File: config.mk
export PLATFORM = sky130hd
export DESIGN_NAME = osc_pll_enable_arbiter
export DESIGN_NICKNAME = d
export VERILOG_FILES = /design/src/rtl/oscpll_pkg.sv /design/src/rtl/oscpll_policy.sv /design/src/rtl/oscpll_settle.sv /design/src/rtl/osc_pll_enable_arbiter.sv
export SDC_FILE = /design/constraint.sdc
export NUM_CORES = 1
export LEC_CHECK = 0
export BUFFER_PORTS_ARGS = -buffer_cell sky130_fd_sc_hd__buf_2
export CORE_AREA = 2 2 39 41
export CTS_BUF_LIST = sky130_fd_sc_hd__clkbuf_4
export DETAILED_ROUTE_END_ITERATION = 8
export DIE_AREA = 0 0 41 43
export PLACE_DENSITY = 0.65
export SLEW_MARGIN = 20
export SYNTH_ARGS = -nofsm -noshare
export SYNTH_HDL_FRONTEND = slang
export SYNTH_SLANG_ARGS = --single-unit
export TNS_END_PERCENT = 50
File: constraint.sdc
create_clock -name clk_i -period 1.4 [get_ports clk_i]
set_clock_uncertainty 0.05 [all_clocks]
set_input_delay 0.07 -clock clk_i [delete_from_list [all_inputs] [get_ports clk_i]]
set_output_delay 0.07 -clock clk_i [all_outputs]
set_load 0.005 [all_outputs]
File: src/rtl/oscpll_pkg.sv
package oscpll_pkg;

    typedef enum logic [1:0] {
        PM_RUN  = 2'd0,
        PM_SAVE = 2'd1,
        PM_DOZE = 2'd2,
        PM_STOP = 2'd3
    } pm_mode_e;

    // Index of each clock source in the per-source arrays
    localparam int unsigned SRC_OSC = 0;
    localparam int unsigned SRC_PLL = 1;
    localparam int unsigned SRC_N   = 2;

    typedef struct packed {
        logic osc_en;
        logic pll_en;
    } en_state_t;

endpackage

File: src/rtl/oscpll_policy.sv
module oscpll_policy
    import oscpll_pkg::*;
(
    input  pm_mode_e         mode_i,
    input  logic [SRC_N-1:0] off_i,
    input  logic [SRC_N-1:0] hold_i,
    input  logic             radio_sleep_i,
    input  logic             pll_pwrdn_i,
    output logic [SRC_N-1:0] req_o
);

    logic low_power;
    assign low_power = (mode_i == PM_SAVE) || (mode_i == PM_DOZE);

    logic [SRC_N-1:0] gated_off;

    for (genvar s = 0; s < SRC_N; s++) begin : g_src
        logic forced_off;
        logic mode_req;

        // Explicit disable first, then sleep-linked hold
        always_comb begin
            if (off_i[s]) begin
                gated_off[s] = 1'b1;
            end else begin
                gated_off[s] = hold_i[s] & radio_sleep_i;
            end
        end

        always_comb begin
            unique case (mode_i)
                PM_RUN:  mode_req = 1'b1;
                PM_STOP: mode_req = 1'b0;
                default: mode_req = ~gated_off[s];
            endcase
        end

        if (s == SRC_PLL) begin : g_pwrdn
            assign forced_off = pll_pwrdn_i;
        end else begin : g_nopwrdn
            assign forced_off = 1'b0;
        end

        assign req_o[s] = mode_req & ~forced_off;
    end


    always_comb begin
        if (low_power) begin
            disable_wins_chk: assert (!(off_i[SRC_OSC] && req_o[SRC_OSC]));
        end
    end

endmodule

File: src/rtl/oscpll_settle.sv
module oscpll_settle #(
    parameter int unsigned SETTLE_CYCLES = 16
) (
    input  logic clk_i,
    input  logic rst_ni,
    input  logic en_next_i,
    output logic stable_o
);

    localparam int unsigned CW = $clog2(SETTLE_CYCLES + 1);
    localparam logic [CW-1:0] LIMIT = CW'(SETTLE_CYCLES);

    typedef struct packed {
        logic [CW-1:0] cnt;
        logic          stable;
    } settle_t;

    settle_t st_d, st_q;

    always_comb begin
        st_d = st_q;
        if (!en_next_i) begin
            st_d.cnt    = '0;
            st_d.stable = 1'b0;
        end else if (!st_q.stable) begin
            if (st_q.cnt == LIMIT) begin
                st_d.stable = 1'b1;
            end else begin
                st_d.cnt = st_q.cnt + 1'b1;
            end
        end
    end

    always_ff @(posedge clk_i) begin
        if (!rst_ni) begin
            st_q <= '0;
        end else begin
            st_q <= st_d;
        end
    end

    assign stable_o = st_q.stable;


    cnt_bound_chk: assert property (@(posedge clk_i) disable iff (!rst_ni)
        st_q.cnt <= LIMIT);


    early_stable_chk: assert property (@(posedge clk_i) disable iff (!rst_ni)
        $rose(st_q.stable) |-> (st_q.cnt == LIMIT));

endmodule

File: src/rtl/osc_pll_enable_arbiter.sv
module osc_pll_enable_arbiter
    import oscpll_pkg::*;
#(
    parameter int unsigned SETTLE_CYCLES = 16
) (
    input  logic       clk_i,
    input  logic       rst_ni,
    input  logic [1:0] mode_i,
    input  logic       osc_off_i,
    input  logic       pll_off_i,
    input  logic       osc_hold_i,
    input  logic       pll_hold_i,
    input  logic       radio_sleep_i,
    input  logic       pll_pwrdn_i,
    output logic       osc_en_o,
    output logic       pll_en_o,
    output logic       osc_stable_o
);

    pm_mode_e         mode;
    logic [SRC_N-1:0] off_vec;
    logic [SRC_N-1:0] hold_vec;
    logic [SRC_N-1:0] req;
    logic             stable;
    en_state_t        en_d, en_q;

    assign mode = pm_mode_e'(mode_i);

    always_comb begin
        off_vec           = '0;
        hold_vec          = '0;
        off_vec[SRC_OSC]  = osc_off_i;
        off_vec[SRC_PLL]  = pll_off_i;
        hold_vec[SRC_OSC] = osc_hold_i;
        hold_vec[SRC_PLL] = pll_hold_i;
    end

    oscpll_policy policy_i (
        .mode_i        (mode),
        .off_i         (off_vec),
        .hold_i        (hold_vec),
        .radio_sleep_i (radio_sleep_i),
        .pll_pwrdn_i   (pll_pwrdn_i),
        .req_o         (req)
    );

    always_comb begin
        en_d        = en_q;
        en_d.osc_en = req[SRC_OSC];
        // PLL waits for a settled oscillator and drops with it
        en_d.pll_en = req[SRC_PLL] & req[SRC_OSC] & stable;
    end

    always_ff @(posedge clk_i) begin
        if (!rst_ni) begin
            en_q <= '0;
        end else begin
            en_q <= en_d;
        end
    end

    oscpll_settle #(
        .SETTLE_CYCLES (SETTLE_CYCLES)
    ) settle_i (
        .clk_i     (clk_i),
        .rst_ni    (rst_ni),
        .en_next_i (en_d.osc_en),
        .stable_o  (stable)
    );

    assign osc_en_o     = en_q.osc_en;
    assign pll_en_o     = en_q.pll_en;
    assign osc_stable_o = stable;


    run_osc_on_chk: assert property (@(posedge clk_i) disable iff (!rst_ni)
        (mode_i == 2'd0) |=> osc_en_o);


    stop_all_off_chk: assert property (@(posedge clk_i) disable iff (!rst_ni)
        (mode_i == 2'd3) |=> (!osc_en_o && !pll_en_o));


    pwrdn_pll_off_chk: assert property (@(posedge clk_i) disable iff (!rst_ni)
        pll_pwrdn_i |=> !pll_en_o);


    pll_needs_stable_chk: assert property (@(posedge clk_i) disable iff (!rst_ni)
        pll_en_o |-> osc_stable_o);


    stable_needs_osc_chk: assert property (@(posedge clk_i) disable iff (!rst_ni)
        osc_stable_o |-> osc_en_o);

endmodule

# After elaboration in Yosys (flattened, before gate mapping)
# Index checks and enable logic that the tools add are counted.
# classes
add_sub_neg	1
n_eq_ne	2
muxes	6
bitwise	10
reduce_logical	3
# op_table
operator	count
5-bit by 1-bit adder with 5-bit output (second input constant)	1
1-bit AND	5
5-bit equality test (second input constant)	1
1-bit NOT	5
1-bit 2-to-1 mux	4
1-bit one-hot mux with 2 select lines	2
2-bit AND reduction	2
2-bit equality test (second input constant)	1
2-bit logical NOT	1
# totals
reg_bits	8
output_inout_bits	3

# Depth between registers and ports, before layout
# Gate-level depths: netlist of run 1.
# logic_depth
ltp_word	7
depth_mapped	5

# By module
# From an unflattened synthesis of run 1, not the netlist that was laid out.
# hier_totals
cells_unflattened	44
area_unflattened_um2	419.2
# by_module_without_submodules
module	instances	cells_per_inst	area_per_inst_um2	seq_area_each_um2
oscpll_settle	1	29	286.5	120.1
oscpll_policy	1	11	76.3	0.0
osc_pll_enable_arbiter	1	4	56.3	40.0

# Least setup slack after synthesis of run 1
# OpenSTA, ideal clock, no wires.
# synth_path
path_type	flip-flop to flip-flop
start	reg settle_i.st_q[1] (netlist bit)
end	reg settle_i.st_q[3] (netlist bit)
arrival_ns	1.307
required_time_ns	1.270
path_slack_ns	-0.037
stages_incl_launch_ff	6
path_buffers	0
path_cell_list	dfxtp_1 -> inv_1 -> ha_1 -> nor4bb_4 -> or4_1 -> a211oi_2
# synth_via
elab_chain_cells	3
elab_cells_between_ends	4
cone_classes	add/sub (1); eq/ne (1); bitwise (1); reduce/logical (1)
# synth_rtl
element	line	source
from (decl)	oscpll_settle.sv:18	settle_t st_d, st_q;
from (signal assigned)	oscpll_settle.sv:38	st_q <= st_d;
branches (longest 3 deep; another with 5-bit by 1-bit adder with 5-bit output)	-	
# Parallel ways; which one is timed is not known.
# A chain may end at the register's enable or synchronous reset.

# Worst setup path after layout of run 1
# Ends and elaborated chain as after synthesis.

==> results.py, run 1 <==
metrics = {
    "floorplan": {
        "die_area_mm2": 0.00176,
        "initial_core_util": 0.293,
        "design.core.area_mm2": 0.00138,
        "pin_count": 13,
        "rows": 14,
        "die_h_um": 43,
        "die-width_um": 41,
    },
    "synth": {
        "synth_nets": 54,
        "ys_types": 19,
        "yosys_warnings": 0,
        "synth_area_um2": 405,
        "avgSynthCellArea_um2": 9.89,
        "syn_inst": 41,
        "seq_area_frac_synth": 0.395,
        "ys_ff_latch": 8,
    },
    "power_and_ir_drop": {
        "ir_drop_uv": 302,
        "p_leak_nw": 0.230,
        "power.density_mw_per_mm2": 867,
        "p_total_w": 0.000467,
    },
    "layout": {
        "diodes": 0,
        "fill_cells": 146,
        "nets": 73,
        "areaGrowthSynthToFinish_pct": 33.0,
        "seq_area_um2": 165,
        "multi_input_area_um2": 234,
        "final_cell_area_um2": 539,
        "drive_gt1_frac": 0.431,
        "final_util": 0.390,
    },
    "clock_tree": {
        "post_cts_buffers": 0,
        "root_buffer": "clkbuf_4",
        "cts_tree": "yes",
        "clock_latency_ps": 250,
        "htreeDepth": 1,
        "clock-sinks": 8,
        "numCtsBuffers": 3,
        "clkTransAtPathRegs_ps": 60,
        "cts.path.max_buffers": 2,
    },
    "worst_setup_path": {
        "worstSetupStartpointType": "register",
        "critical_path_required_ps": 1520,
        "cp_max_fo": 6,
        "rr_worst_depth": 5,
        "r2r_setup_slack_ps": -90,
        "crit_type": "register to register",
        "arrival_ps": 1620,
        "end_kind": "register",
    },
    "status": {
        "status": "finished with violations",
        "violations": "negative setup slack",
    },
    "global_routing": {
        "grt_pass1_wl_um": 1300,
        "first_global_vias": 354,
        "grt_usage": 0.115,
        "globalRouteOverflowTotal": 0,
        "grt_max_degree": 12,
        "antenna_found_initial": 0,
    },
    "hold_path": {
        "whs_path_depth": 3,
        "min_path_type": "primary input to register",
    },
    "route": {
        "drcViolationCount": 0,
        "drtAntennaViolNets": 0,
        "vias": 369,
        "detail_route.wirelength_um": 806,
        "avgViaCountPerCell": 4.99,
        "firstDrtPassIters": 4,
        "wl_per_cell_um": 10.9,
        "drt_iter0_markers": 3,
    },
    "timing": {
        "whs_ps": 37.2,
        "period_minus_slack_ps": 1490,
        "rsz0062_at_grt": "true",
        "fin_crit_sh": 1.07,
        "relSlewSlack": 0.766,
        "hold_viol": 0,
        "slew_violations": 0,
        "fmaxAchievable_mhz": 671,
        "tns_ps": -151,
        "max_slew.worst_pin.slew_ps": 343,
        "setup_slack_ps": -91.4,
        "setup_viol": 3,
    },
    "placement": {
        "dpl_cell_area_um2": 502,
        "io_buffers": 12,
        "gp_congestion": 0.748,
        "dp_hpwl_um": 609,
    },
    "flow_run": {
        "drv_cap": 0,
    },
}
[path summary, 6_finish.rpt]
| kind | from | endpoint |
|---|---|---|
| max | settle_i.st_q[1] | settle_i.st_q[3] |
| min | pll_pwrdn_i | pll_en_o |
| max reg2reg | settle_i.st_q[1] | settle_i.st_q[3] |
| min reg2reg | settle_i.st_q[1] | settle_i.st_q[1] |
[cells by family after synthesis]
kind of cell	after synthesis	share of synthesized area
buffers and inverters	6	0.0556
AO/OA/AOI/OAI	9	0.157
multiplexers	1	0.0247
adder cells (fa/ha/maj)	3	0.0926
XOR/XNOR	2	0.0432
AND/OR/NAND/NOR	12	0.232
flip-flops	8	0.395
[metal layers]
metal	global-route usage	part of all wire	vias to the layer above
met5	0	0	-
met4	0.100	0.022	0
met3	0.0314	0.074	2
met2	0.188	0.50	14
met1	0.106	0.40	171
li1	-	-	182
[timing repair]
item	in CTS	in global routing
hold endpoints to repair	0	0
endpoints found under the setup margin	3	3
hold buffers	0	0
cloned	0	0
resized for setup	3	3
pin swaps	0	1
[report_power, final]
| part | total, W | leakage, nW | internal (W) | switching, W |
|---|---|---|---|---|
| clock network | 0.000174 | 0.0138 | 0.0000980 | 0.0000761 |
| logic | 0.0000571 | 0.150 | 0.0000308 | 0.0000262 |
| registers | 0.000236 | 0.0660 | 0.000233 | 0.00000372 |
| total | 0.000467 | 0.230 | 0.000361 | 0.000106 |
[synth_stat cells]
library cell / number / area, um^2
dfxtp_1: 8 / 160
inv_1: 6 / 22.5
ha_1: 3 / 37.5
nor3_1: 3 / 15.0
o21ai_0: 3 / 15.0
a211oi_1: 2 / 15.0
nand4b_1: 2 / 17.5
nor2_1: 2 / 7.51
xor2_1: 2 / 17.5
a2111oi_0: 1 / 8.76
a211oi_2: 1 / 12.5
a21o_1: 1 / 7.51
a21oi_1: 1 / 5.00
mux2i_1: 1 / 10.0
nand2b_1: 1 / 6.26
nor4bb_4: 1 / 25.0
or3_1: 1 / 6.26
or3b_1: 1 / 8.76
or4_1: 1 / 7.51
[sequential cells by signal, summed over array words and instances, names as in the netlist]
register	flops
osc_en_o	1
pll_en_o	1
settle_i.st_q	5
settle_i.stable_o	1
[metrics by stage]
step / setup slack (ps) / std cells
floorplan: -3.84 / 41
global placement: -69.6 / 71
detailed placement: -86.7 / 71
CTS: -65.4 / 74
global route: -173 / 74
finish: -91.4 / 74
[placed cells by master, fill, tap and decap left out, types with 2 or more instances in the layout]
master	count
buf_2	12
dfxtp_1	6
inv_1	5
o21ai_0	3
nor3_1	3
clkbuf_4	3
nor2_1	2
nand4b_1	2
xor2_1	2
a211oi_2	2
ha_1	2
buf_4	2
[final cells by class]
class,count,area share
well taps,16,0.0371
repair buffers,14,0.139
flip-flops and latches,8,0.306
multi-input cells,27,0.434
inverters,6,0.0418
clock buffers,3,0.0418
[critical path: stages, from the launching register on]
cell and delay [ps]:
dfxtp_4 360, inv_2 40, ha_2 160, nor4bb_4 160
or4_4 420, a211oi_2 220
(Power assumes the default switching activity.)
==> inputs of run 2 (changes only) <==
PLACE_DENSITY = not set   (was 0.65)
==> results.py, run 2 (same netlist as run 1, synthesis figures left out) <==
metrics = {
    "global_routing": {
        "globalRouteOverflowTotal": 0,
        "first_global_vias": 347,
        "antenna_found_initial": 0,
        "grt_pass1_wl_um": 1320,
        "grt_usage": 0.115,
        "grt_max_degree": 12,
    },
    "worst_setup_path": {
        "worstReg2RegStart": "settle_i.st_q[1]",
        "crit_type": "register to register",
        "rr_worst_depth": 5,
        "end_kind": "register",
        "worstReg2RegEnd": "settle_i.st_q[3]",
        "worstSetupStartpoint": "settle_i.st_q[1]",
        "cp_max_fo": 6,
        "arrival_ps": 1570,
        "critical_path_required_ps": 1530,
        "r2r_setup_slack_ps": -40,
        "worstSetupStartpointType": "register",
        "critPathCapture": "settle_i.st_q[3]",
    },
    "power_and_ir_drop": {
        "ir_drop_uv": 378,
        "p_leak_nw": 0.233,
        "p_total_w": 0.000475,
        "power.density_mw_per_mm2": 857,
    },
    "route": {
        "drt_iter0_markers": 3,
        "firstDrtPassIters": 3,
        "drcViolationCount": 0,
        "detail_route.wirelength_um": 820,
        "drtAntennaViolNets": 0,
        "vias": 356,
        "wl_per_cell_um": 11.1,
        "avgViaCountPerCell": 4.81,
    },
    "clock_tree": {
        "cts_tree": "yes",
        "clock-sinks": 8,
        "clkTransAtPathRegs_ps": 60,
        "clock_latency_ps": 250,
        "root_buffer": "clkbuf_4",
        "cts.path.max_buffers": 2,
        "holdBufCountCts": 0,
        "htreeDepth": 1,
        "post_cts_buffers": 0,
        "numCtsBuffers": 3,
    },
    "timing": {
        "rsz0062_at_grt": "true",
        "slew_violations": 0,
        "setup_slack_ps": -43.9,
        "fmaxAchievable_mhz": 693,
        "setup_viol": 2,
        "max_slew.worst_pin.slew_ps": 320,
        "period_minus_slack_ps": 1440,
        "hold_viol": 0,
        "relSlewSlack": 0.781,
        "fin_crit_sh": 1.03,
    },
    "floorplan": {
        "die_h_um": 43,
        "initial_core_util": 0.293,
        "pin_count": 13,
        "design.core.area_mm2": 0.00138,
        "die_area_mm2": 0.00176,
        "die-width_um": 41,
        "rows": 14,
    },
    "placement": {
        "io_buffers": 12,
        "gp_congestion": 0.826,
        "dp_hpwl_um": 581,
    },
    "layout": {
        "nets": 73,
        "layout_common_cells": "12 x buf_2, 6 x dfxtp_1, 4 x inv_1",
        "fill_cells": 147,
        "final_util": 0.401,
        "seq_area_um2": 165,
        "areaGrowthSynthToFinish_pct": 36.7,
        "largest_register_ffs": 5,
        "diodes": 0,
        "top_register": "settle_i.st_q",
        "drive_gt1_frac": 0.466,
        "multi_input_area_um2": 249,
        "layout_commonest_cell": "buf_2",
    },
    "status": {
        "violations": "negative setup slack",
        "status": "finished with violations",
    },
    "hold_path": {
        "min_path_type": "primary input to register",
        "whs_path_depth": 3,
    },
    "flow_run": {
        "drv_cap": 0,
    },
}
==> run 2: cell counts in the layout (fill, tap and decap cells not counted) <==
Identical to the previous run, type by type.
==> run 2: critical path, cell delays in order, from the launching register on <==
cell      delay, ps
dfxtp_2         360
inv_2            50
ha_4            150
nor4bb_4        160
or4_4           420
a211oi_2        180
==> run 2: what timing repair did <==
action	4_1_cts	5_1_grt
setup endpoints to repair	3	3
gates cloned	0	0
resized for setup	3	7
==> run 2: through the flow <==
| stage | TNS [ps] | setup WS (ps) | cell area [um^2] | cells | hold slack, ps |
|---|---|---|---|---|---|
| detailed placement | -233 | -82.7 | 502 | 71 | 290 |
| floorplan | -3.84 | -3.84 | 407 | 41 | 193 |
| global route | -248 | -98.2 | 554 | 74 | 25.6 |
| global placement | -186 | -73.2 | 502 | 71 | 289 |
| CTS | -149 | -53.7 | 528 | 74 | 11.8 |
| finish | -52.3 | -43.9 | 554 | 74 | 20.4 |
==> run 2: final cells by class <==
cell class | instances | area share
Tap cell | 16 | 0.0361
Clock buffer | 3 | 0.0406
Inverter | 6 | 0.0406
Multi-Input combinational cell | 27 | 0.449
Sequential cell | 8 | 0.298
Timing Repair Buffer | 14 | 0.135
==> run 2: worst min path at each step <==
stage,slack [ps],to,from
after floorplan,190,pll_en_o,pll_pwrdn_i
after global placement,290,pll_en_o,pll_pwrdn_i
after detailed placement,290,pll_en_o,pll_pwrdn_i
after CTS,10,pll_en_o,pll_pwrdn_i
after global routing,30,pll_en_o,pll_pwrdn_i
final,20,pll_en_o,pll_pwrdn_i
==> run 2: power breakdown <==
| part | total [W] | leakage (nW) | internal, W | switching, W |
|---|---|---|---|---|
| sequential | 0.000236 | 0.0660 | 0.000232 | 0.00000372 |
| combinational | 0.0000600 | 0.153 | 0.0000315 | 0.0000284 |
| clock | 0.000179 | 0.0138 | 0.0000983 | 0.0000812 |
| total | 0.000475 | 0.233 | 0.000362 | 0.000113 |
==> run 2: per-layer routing <==
layer  track usage  up-vias  share of wire
li1              -      182              -
met2         0.175       15           0.46
met1         0.119      155           0.43
met4         0.120        0          0.033
met3        0.0157        4          0.079
met5             0        -              0
